## src/rtl/cal_pkg.sv

```systemverilog
package cal_pkg;

  localparam int FIELD_W   = 7;
  localparam int NUM_FIELD = 7;
  localparam int BYTE_W    = 8;
  localparam int OFF_W     = 3;

  localparam logic [OFF_W-1:0] OFF_SEC  = 3'd0;
  localparam logic [OFF_W-1:0] OFF_MIN  = 3'd1;
  localparam logic [OFF_W-1:0] OFF_HOUR = 3'd2;
  localparam logic [OFF_W-1:0] OFF_WDAY = 3'd3;
  localparam logic [OFF_W-1:0] OFF_DAY  = 3'd4;
  localparam logic [OFF_W-1:0] OFF_MON  = 3'd5;
  localparam logic [OFF_W-1:0] OFF_YEAR = 3'd6;
  localparam logic [OFF_W-1:0] OFF_STAT = 3'd7;

  // packed BCD byte -> binary
  function automatic logic [FIELD_W-1:0] bcd_to_bin(input logic [BYTE_W-1:0] b);
    logic [FIELD_W-1:0] tens;
    logic [FIELD_W-1:0] units;
    tens  = FIELD_W'(b[7:4]);
    units = FIELD_W'(b[3:0]);
    return FIELD_W'(tens * FIELD_W'(10) + units);
  endfunction

  // binary (0..99) -> packed BCD byte
  function automatic logic [BYTE_W-1:0] bin_to_bcd(input logic [FIELD_W-1:0] v);
    logic [FIELD_W-1:0] tens;
    logic [FIELD_W-1:0] units;
    tens  = v / FIELD_W'(10);
    units = v % FIELD_W'(10);
    return {tens[3:0], units[3:0]};
  endfunction

  // last day of a month, leap February when year divisible by 4
  function automatic logic [FIELD_W-1:0] month_last_day(input logic [FIELD_W-1:0] mon,
                                                        input logic [FIELD_W-1:0] yr);
    logic [FIELD_W-1:0] d;
    case (mon)
      7'd2:                      d = (yr[1:0] == 2'b00) ? 7'd29 : 7'd28;
      7'd4, 7'd6, 7'd9, 7'd11:   d = 7'd30;
      default:                   d = 7'd31;
    endcase
    return d;
  endfunction

endpackage

```

## src/rtl/cal_field.sv

```systemverilog
module cal_field #(
  parameter int W = 7,
  parameter logic [W-1:0] MIN_V = '0
) (
  input  logic         clk,
  input  logic         rst_n,
  input  logic         inc,
  input  logic         load,
  input  logic [W-1:0] load_v,
  input  logic [W-1:0] max_v,
  output logic [W-1:0] value_q,
  output logic         wrap
);

  logic at_limit;

  assign at_limit = (value_q >= max_v);
  // carry onward only when the increment is really taken
  assign wrap     = inc & at_limit & ~load;

  always_ff @(posedge clk or negedge rst_n) begin
    if (!rst_n) begin
      value_q <= MIN_V;
    end else if (load) begin
      value_q <= load_v;
    end else if (inc) begin
      value_q <= at_limit ? MIN_V : value_q + W'(1);
    end
  end

endmodule

```

## src/rtl/cal_read_mux.sv

```systemverilog
module cal_read_mux
  import cal_pkg::*;
(
  input  logic                 rd,
  input  logic [OFF_W-1:0]     addr,
  input  logic [FIELD_W-1:0]   sec_v,
  input  logic [FIELD_W-1:0]   min_v,
  input  logic [FIELD_W-1:0]   hour_v,
  input  logic [FIELD_W-1:0]   wday_v,
  input  logic [FIELD_W-1:0]   day_v,
  input  logic [FIELD_W-1:0]   mon_v,
  input  logic [FIELD_W-1:0]   year_v,
  output logic [BYTE_W-1:0]    rdata
);

  logic [BYTE_W-1:0] sel;

  always_comb begin
    case (addr)
      OFF_SEC:  sel = bin_to_bcd(sec_v);
      OFF_MIN:  sel = bin_to_bcd(min_v);
      OFF_HOUR: sel = bin_to_bcd(hour_v);
      OFF_WDAY: sel = {5'b0, wday_v[2:0]};
      OFF_DAY:  sel = bin_to_bcd(day_v);
      OFF_MON:  sel = {4'b0, mon_v[3:0]};
      OFF_YEAR: sel = bin_to_bcd(year_v);
      default:  sel = '0;
    endcase
    rdata = rd ? sel : '0;
  end

endmodule

```

## src/rtl/bcd_calendar_regs.sv

```systemverilog
module bcd_calendar_regs
  import cal_pkg::*;
(
  input  logic              clk,
  input  logic              rst_n,
  input  logic              tick_1hz,
  input  logic [OFF_W-1:0]  bus_addr,
  input  logic              bus_wr,
  input  logic              bus_rd,
  input  logic [BYTE_W-1:0] bus_wdata,
  output logic [BYTE_W-1:0] bus_rdata
);

  localparam int NSEL = 1 << OFF_W;

  logic [NSEL-1:0]    wr_sel;
  logic [FIELD_W-1:0] fld_q    [NUM_FIELD];
  logic [FIELD_W-1:0] fld_max  [NUM_FIELD];
  logic [FIELD_W-1:0] fld_ldv  [NUM_FIELD];
  logic [NUM_FIELD-1:0] fld_inc;
  logic [NUM_FIELD-1:0] fld_wrap;

  logic [FIELD_W-1:0] wr_bcd_bin;

  // named internal events for the checker
  logic [FIELD_W-1:0] sec_q, min_q, hour_q, wday_q, day_q, mon_q, year_q;
  logic sec_wrap, min_wrap, hour_wrap, day_wrap, mon_wrap;

  assign wr_sel     = bus_wr ? (NSEL'(1) << bus_addr) : '0;
  assign wr_bcd_bin = bcd_to_bin(bus_wdata);

  assign sec_q  = fld_q[OFF_SEC];
  assign min_q  = fld_q[OFF_MIN];
  assign hour_q = fld_q[OFF_HOUR];
  assign wday_q = fld_q[OFF_WDAY];
  assign day_q  = fld_q[OFF_DAY];
  assign mon_q  = fld_q[OFF_MON];
  assign year_q = fld_q[OFF_YEAR];

  assign sec_wrap  = fld_wrap[OFF_SEC];
  assign min_wrap  = fld_wrap[OFF_MIN];
  assign hour_wrap = fld_wrap[OFF_HOUR];
  assign day_wrap  = fld_wrap[OFF_DAY];
  assign mon_wrap  = fld_wrap[OFF_MON];

  // carry chain: hours feed both the day of month and the weekday
  assign fld_inc[OFF_SEC]  = tick_1hz;
  assign fld_inc[OFF_MIN]  = sec_wrap;
  assign fld_inc[OFF_HOUR] = min_wrap;
  assign fld_inc[OFF_WDAY] = hour_wrap;
  assign fld_inc[OFF_DAY]  = hour_wrap;
  assign fld_inc[OFF_MON]  = day_wrap;
  assign fld_inc[OFF_YEAR] = mon_wrap;

  assign fld_max[OFF_SEC]  = 7'd59;
  assign fld_max[OFF_MIN]  = 7'd59;
  assign fld_max[OFF_HOUR] = 7'd23;
  assign fld_max[OFF_WDAY] = 7'd6;
  assign fld_max[OFF_DAY]  = month_last_day(mon_q, year_q);
  assign fld_max[OFF_MON]  = 7'd12;
  assign fld_max[OFF_YEAR] = 7'd99;

  assign fld_ldv[OFF_SEC]  = wr_bcd_bin;
  assign fld_ldv[OFF_MIN]  = wr_bcd_bin;
  assign fld_ldv[OFF_HOUR] = wr_bcd_bin;
  assign fld_ldv[OFF_WDAY] = {4'b0, bus_wdata[2:0]};
  assign fld_ldv[OFF_DAY]  = wr_bcd_bin;
  assign fld_ldv[OFF_MON]  = {3'b0, bus_wdata[3:0]};
  assign fld_ldv[OFF_YEAR] = wr_bcd_bin;

  for (genvar i = 0; i < NUM_FIELD; i++) begin : g_field
    localparam logic [FIELD_W-1:0] FMIN =
      (i == int'(OFF_DAY) || i == int'(OFF_MON)) ? FIELD_W'(1) : FIELD_W'(0);
    cal_field #(.W(FIELD_W), .MIN_V(FMIN)) u_fld (
      .clk     (clk),
      .rst_n   (rst_n),
      .inc     (fld_inc[i]),
      .load    (wr_sel[i]),
      .load_v  (fld_ldv[i]),
      .max_v   (fld_max[i]),
      .value_q (fld_q[i]),
      .wrap    (fld_wrap[i])
    );
  end

  cal_read_mux u_rmux (
    .rd     (bus_rd),
    .addr   (bus_addr),
    .sec_v  (sec_q),
    .min_v  (min_q),
    .hour_v (hour_q),
    .wday_v (wday_q),
    .day_v  (day_q),
    .mon_v  (mon_q),
    .year_v (year_q),
    .rdata  (bus_rdata)
  );

endmodule

```

## config.mk

```make
export PLATFORM = sky130hd
export DESIGN_NAME = bcd_calendar_regs
export DESIGN_NICKNAME = d
export VERILOG_FILES = /design/src/rtl/cal_pkg.sv /design/src/rtl/cal_field.sv /design/src/rtl/cal_read_mux.sv /design/src/rtl/bcd_calendar_regs.sv
export SDC_FILE = /design/constraint.sdc
export NUM_CORES = 1
export LEC_CHECK = 0
export ABC_AREA = 1
export BUFFER_PORTS_ARGS = -buffer_cell sky130_fd_sc_hd__buf_2
export CAP_MARGIN = 10
export CELL_PAD_IN_SITES_DETAIL_PLACEMENT = 1
export CELL_PAD_IN_SITES_GLOBAL_PLACEMENT = 1
export CORE_ASPECT_RATIO = 0.6
export CORE_UTILIZATION = 39
export CTS_BUF_LIST = sky130_fd_sc_hd__clkbuf_8
export CTS_CLUSTER_SIZE = 12
export DETAILED_ROUTE_END_ITERATION = 10
export GPL_ROUTABILITY_DRIVEN = 0
export HOLD_SLACK_MARGIN = 0.08
export PLACE_DENSITY_LB_ADDON = 0.25
export SETUP_SLACK_MARGIN = 0.1
export SKIP_CTS_REPAIR_TIMING = 1
export SYNTH_ARGS = -nofsm -noshare
export SYNTH_HDL_FRONTEND = slang
export SYNTH_HIERARCHICAL = 1
export SYNTH_SLANG_ARGS = --single-unit
```

## constraint.sdc

```tcl
create_clock -name clk -period 3 [get_ports clk]
set_input_delay 0.45 -clock clk [delete_from_list [all_inputs] [get_ports clk]]
set_output_delay 0.45 -clock clk [all_outputs]
set_load 0.03 [all_outputs]
```

# Word level (Yosys, flattened, before mapping)

Cells that the tools add are included.
W data, S select, Z words.

$add $sub $neg: 8
Multiply operators: 1
Div/mod/pow operators: 10
Magnitude comparators: 7
Equality and inequality tests: 11
Shift operators: 1
Mux-type cells: 26
Bitwise gates (word level): 15
Reductions and logical operators: 10

Operator list:

| operator              | count |
|---|---|
| $mux W7               | 22 |
| $pmux W8 S7           | 1 |
| $add A7 B1 Y7 const B | 7 |
| $div A7 B4 Y7 const B | 5 |
| $mod A7 B4 Y7 const B | 5 |
| $eq A7 B3 Y1 const B  | 2 |
| $eq A7 B4 Y1 const B  | 2 |
| $ge A7 B6 Y1 const B  | 2 |
| $reduce_bool A2 Y1    | 7 |
| $and A1 B1 Y1         | 10 |
| $eq A3 B3 Y1 const B  | 3 |
| $mux W8               | 1 |
| $add A7 B4 Y7         | 1 |
| $eq A7 B2 Y1 const B  | 1 |
| $ge A7 B3 Y1 const B  | 1 |
| $ge A7 B4 Y1 const B  | 1 |
| $ge A7 B5 Y1          | 1 |
| $ge A7 B5 Y1 const B  | 1 |
| $ge A7 B7 Y1 const B  | 1 |
| $shl A1 B3 Y7 const A | 1 |
| $eq A3 B2 Y1 const B  | 2 |
| $mul A4 B3 Y6 const B | 1 |
| $not A1 Y1            | 5 |
| $pmux W2 S2           | 1 |
| other kinds (5)       | 5 |

Register bits: 49
Latch bits: 0
Memory bits (writable): 0
ROM bits: 0
Input port bits: 16
Output and inout port bits: 8
Word-level logic and storage cells: 96
Memories kept: 0

# Logic depth before layout (Yosys ltp)

Depth in word-level cells: 14
Depth in mapped cells: 29
Gate-level depth less buffers: 28

# Hierarchy

The synthesis kept the hierarchy.

Modules (own cells, without submodules):

| module                           | instances | cells an instance | area each (um2) | seq. area each (um2) |
|---|---|---|---|---|
| cal_field (g_field[0].u_fld ...) | 5         | 90                | 653.1           | 175.2 |
| cal_field (g_field[4].u_fld ...) | 2         | 98                | 738.2           | 176.4 |
| cal_read_mux                     | 1         | 156               | 873.3           | 0.0 |
| bcd_calendar_regs                | 1         | 76                | 417.9           | 0.0 |

# Worst setup path before layout

No wires, ideal clock.

Path kind: input to output
Start: input port bus_addr[1]
End: output port bus_rdata[2]
Arrival time: 3026 ps
Required time: 2550 ps
Path slack: -476 ps
Stages: 25
Path buffers: 1
Cells stage by stage: buf_6 nor2_2 nand2_2 nand2_4 nand2_2 nor2_2 nor2_4 nor2_1 nand2_2 nand2_4 nand2_2 nand3_1 nand2_2 nand2_2 nand2_1 nand2_1 inv_1 ha_1 inv_1 nand3_2 nand3_2 nand2_1 nand2_1 nand2_1 a21oi_1

RTL lines:

| item            | RTL line                | source |
|---|---|---|
| start, declared | bcd_calendar_regs.sv:7  | `input logic [OFF_W-1:0] bus_addr,` |
| end, declared   | bcd_calendar_regs.sv:11 | `output logic [BYTE_W-1:0] bus_rdata` |

# Worst setup path in the final report

Start: register g_field[6].u_fld.value_q[4]
End: output port bus_rdata[1]

Longest elaborated chain between the ends: 3

RTL lines:

| item                   | RTL line           | source |
|---|---|---|
| start, declared        | cal_field.sv:11    | `output logic [W-1:0] value_q,` |
| start signal, assigned | cal_field.sv:25    | `value_q <= load_v;` |
| start signal, assigned | cal_field.sv:27    | `value_q <= at_limit ? MIN_V : value_q + W'(1);` |
| $mod A7 B4 Y7          | cal_pkg.sv:31      | `units = v % FIELD_W'(10);` |
| $pmux W8 S7            | cal_read_mux.sv:19 | `case (addr)` |
| $mux W8                | cal_read_mux.sv:29 | `rdata = rd ? sel : '0;` |

No other way between the ends.

==> out/metrics.cfg <==
[power_and_ir_drop]
power_leakage_nw=4.25
power.total_w=0.00604
ir_worst_vdd_mv=0.280
cellPowerDensity_mw_per_mm2=762

[grt]
grt_pass1_wl_um=32100
grt_pass1_vias=6426
grt_antenna_before_repair=0
grt_start_max_net_pins=34
grt_usage_pct=25.5
overflow=0

[timing]
max_freq_mhz=285
relSlewSlack_pct=30.8
skew_ns=0.00697
worstMarginPinSlew_ns=1.03
slew_violations=0
hold_viol=0
final.setup.worst_slack_ns=-0.507
rsz0062_at_grt=true
min_period_ns=3.51
setup_viol=4
min_period_over_period_pct=117

[detailed_routing]
viasPerCell=5.05
drc=0
wl_per_cell_um=16.5
dr.pass1.iters=5
drt_iter0_markers=349
wl_um=20800
dr_total_vias=6361
final_antenna_net_count=0

[place]
portBuffers=23
hpwl_um=15900
dp_cells=1240

[critical_path]
r2r_slack_ns=0.04
worst_r2r_endpoint=g_field[6].u_fld/value_q[2]$_DFFE_PN0P_
r2r_start=g_field[0].u_fld/value_q[6]$_DFFE_PN0P_
startpoint_type=flop
critPathCaptureType=output port
worst_r2r_path_depth=20
required_ns=2.55
cp_data_arrival_time_ns=3.06
critPathMaxFanout=5
critical_path_class=flop to output port
endpoint=bus_rdata[1]
crit_start=g_field[6].u_fld/value_q[4]$_DFFE_PN0P_

[final_layout]
fin_util_pct=53.7
regMostFlops=g_field.u_fld/value_q
largestRegisters=g_field.u_fld/value_q: 49 flops
antenna_cells=0
drive_above_1_share_pct=29.8
layout.cells.non_filler=1260
num-nets-final=1142
fillers=1965
largest_reg_flops=49
syn2layout_area_growth_pct=31.9

[clocking]
htree_levels=2
cts_tree=done
path_clk_slew_ns=0.10
cts_buffers=5
clk_latency_ns=0.32
cts_max_path_buffers=2
root_buffer=clkbuf_8
clock-sinks=49

[die]
start_util_pct=40.7
die_y_um=98.2
dieArea_mm2=0.0159
ios=24
core_mm2=0.0148
rows=34
dieWidth_um=162

[outcome]
status=finished with violations
violations=negative setup slack

[synthesis]
syn_area_mm2=0.00601
synth_area_per_cell_um2=6.86
synth_warnings=6
syn_inst=876

[run]
maxCapViolCount=0

[hold_path]
min_path_type=input pin to flop

-- how the worst min path moves through the flow --
stage,from,endpoint,slack [ns],cells after the start
2_1_floorplan,rst_n,g_field[0].u_fld/value_q[0]$_DFFE_PN0P_,0.15,0
3_3_place_gp,rst_n,g_field[0].u_fld/value_q[6]$_DFFE_PN0P_,0.40,1
3_5_place_dp,rst_n,g_field[0].u_fld/value_q[6]$_DFFE_PN0P_,0.41,1
4_1_cts,rst_n,g_field[0].u_fld/value_q[6]$_DFFE_PN0P_,0.05,1
5_1_grt,bus_wdata[3],g_field[5].u_fld/value_q[3]$_DFFE_PN0P_,0.42,3
6_report,bus_wdata[3],g_field[5].u_fld/value_q[3]$_DFFE_PN0P_,0.39,3
-- worst max-delay path: stages (launching register included) --
cell      delay (ns)
dfrtp_1         0.42
nand4_1         0.16
nand2_2         0.13
inv_2           0.05
nand2_2         0.08
nand2_4         0.06
buf_6           0.12
a21boi_4        0.17
nand2_4         0.11
nand2_8         0.11
nand2_4         0.07
nand2_4         0.07
inv_4           0.04
nand2_4         0.07
nand2_4         0.06
nand2_4         0.08
nand2_2         0.06
inv_2           0.07
ha_4            0.14
inv_4           0.03
nand3_4         0.09
nand3_2         0.10
nand2_2         0.09
nand3_2         0.08
a21oi_4         0.13
buf_6           0.14
-- metrics by stage --
step | cell area, um^2 | setup WS [ns] | setup TNS [ns] | hold WS [ns]
final | 7930 | -0.507 | -1.82 | 0.390
after floorplan | 6350 | -0.204 | -0.595 | 0.154
after global routing | 7930 | -0.667 | -3.32 | 0.424
after CTS | 7470 | -0.640 | -3.69 | 0.0493
after global placement | 7350 | -0.482 | -2.79 | 0.401
after detailed placement | 7350 | -0.631 | -3.47 | 0.405
-- cells in the final DEF (no fill, tap or decap), types with 31 or more instances in the layout --
| cell type | instances |
|---|---|
| conb_1 | 54 |
| nor2_1 | 48 |
| nand3_1 | 69 |
| buf_4 | 106 |
| ha_1 | 60 |
| dfrtp_1 | 47 |
| a22oi_1 | 47 |
| nand2_1 | 203 |
| inv_1 | 124 |
| nor2_2 | 31 |
| nand2_2 | 32 |
-- power by group --
part	switching [W]	internal (W)
Combinational	0.00253	0.00177
Sequential	0.000284	0.000913
Clock	0.000262	0.000272
-- layout make-up --
| cell class | instances | area, um^2 | share of cell area, % |
|---|---|---|---|
| Tap cell | 198 | 248 | 3.12 |
| Sequential cell | 49 | 1230 | 15.5 |
| Inverter | 164 | 633 | 7.98 |
| Clock buffer | 6 | 82.6 | 1.04 |
| Multi-Input combinational cell | 706 | 4670 | 58.9 |
| Timing Repair Buffer | 135 | 1030 | 13.0 |
| Clock inverter | 2 | 37.5 | 0.473 |
-- metal layers --
| layer | global-route usage [%] | up-vias | wire length, um |
|---|---|---|---|
| met1 | 37.5 | 3067 | 10200 |
| met4 | 4.79 | 0 | 274 |
| met3 | 2.72 | 22 | 853 |
| li1 | - | 3135 | - |
| met2 | 40.1 | 137 | 9540 |
| met5 | 0 | - | 0 |
(Power assumes the default switching activity.)
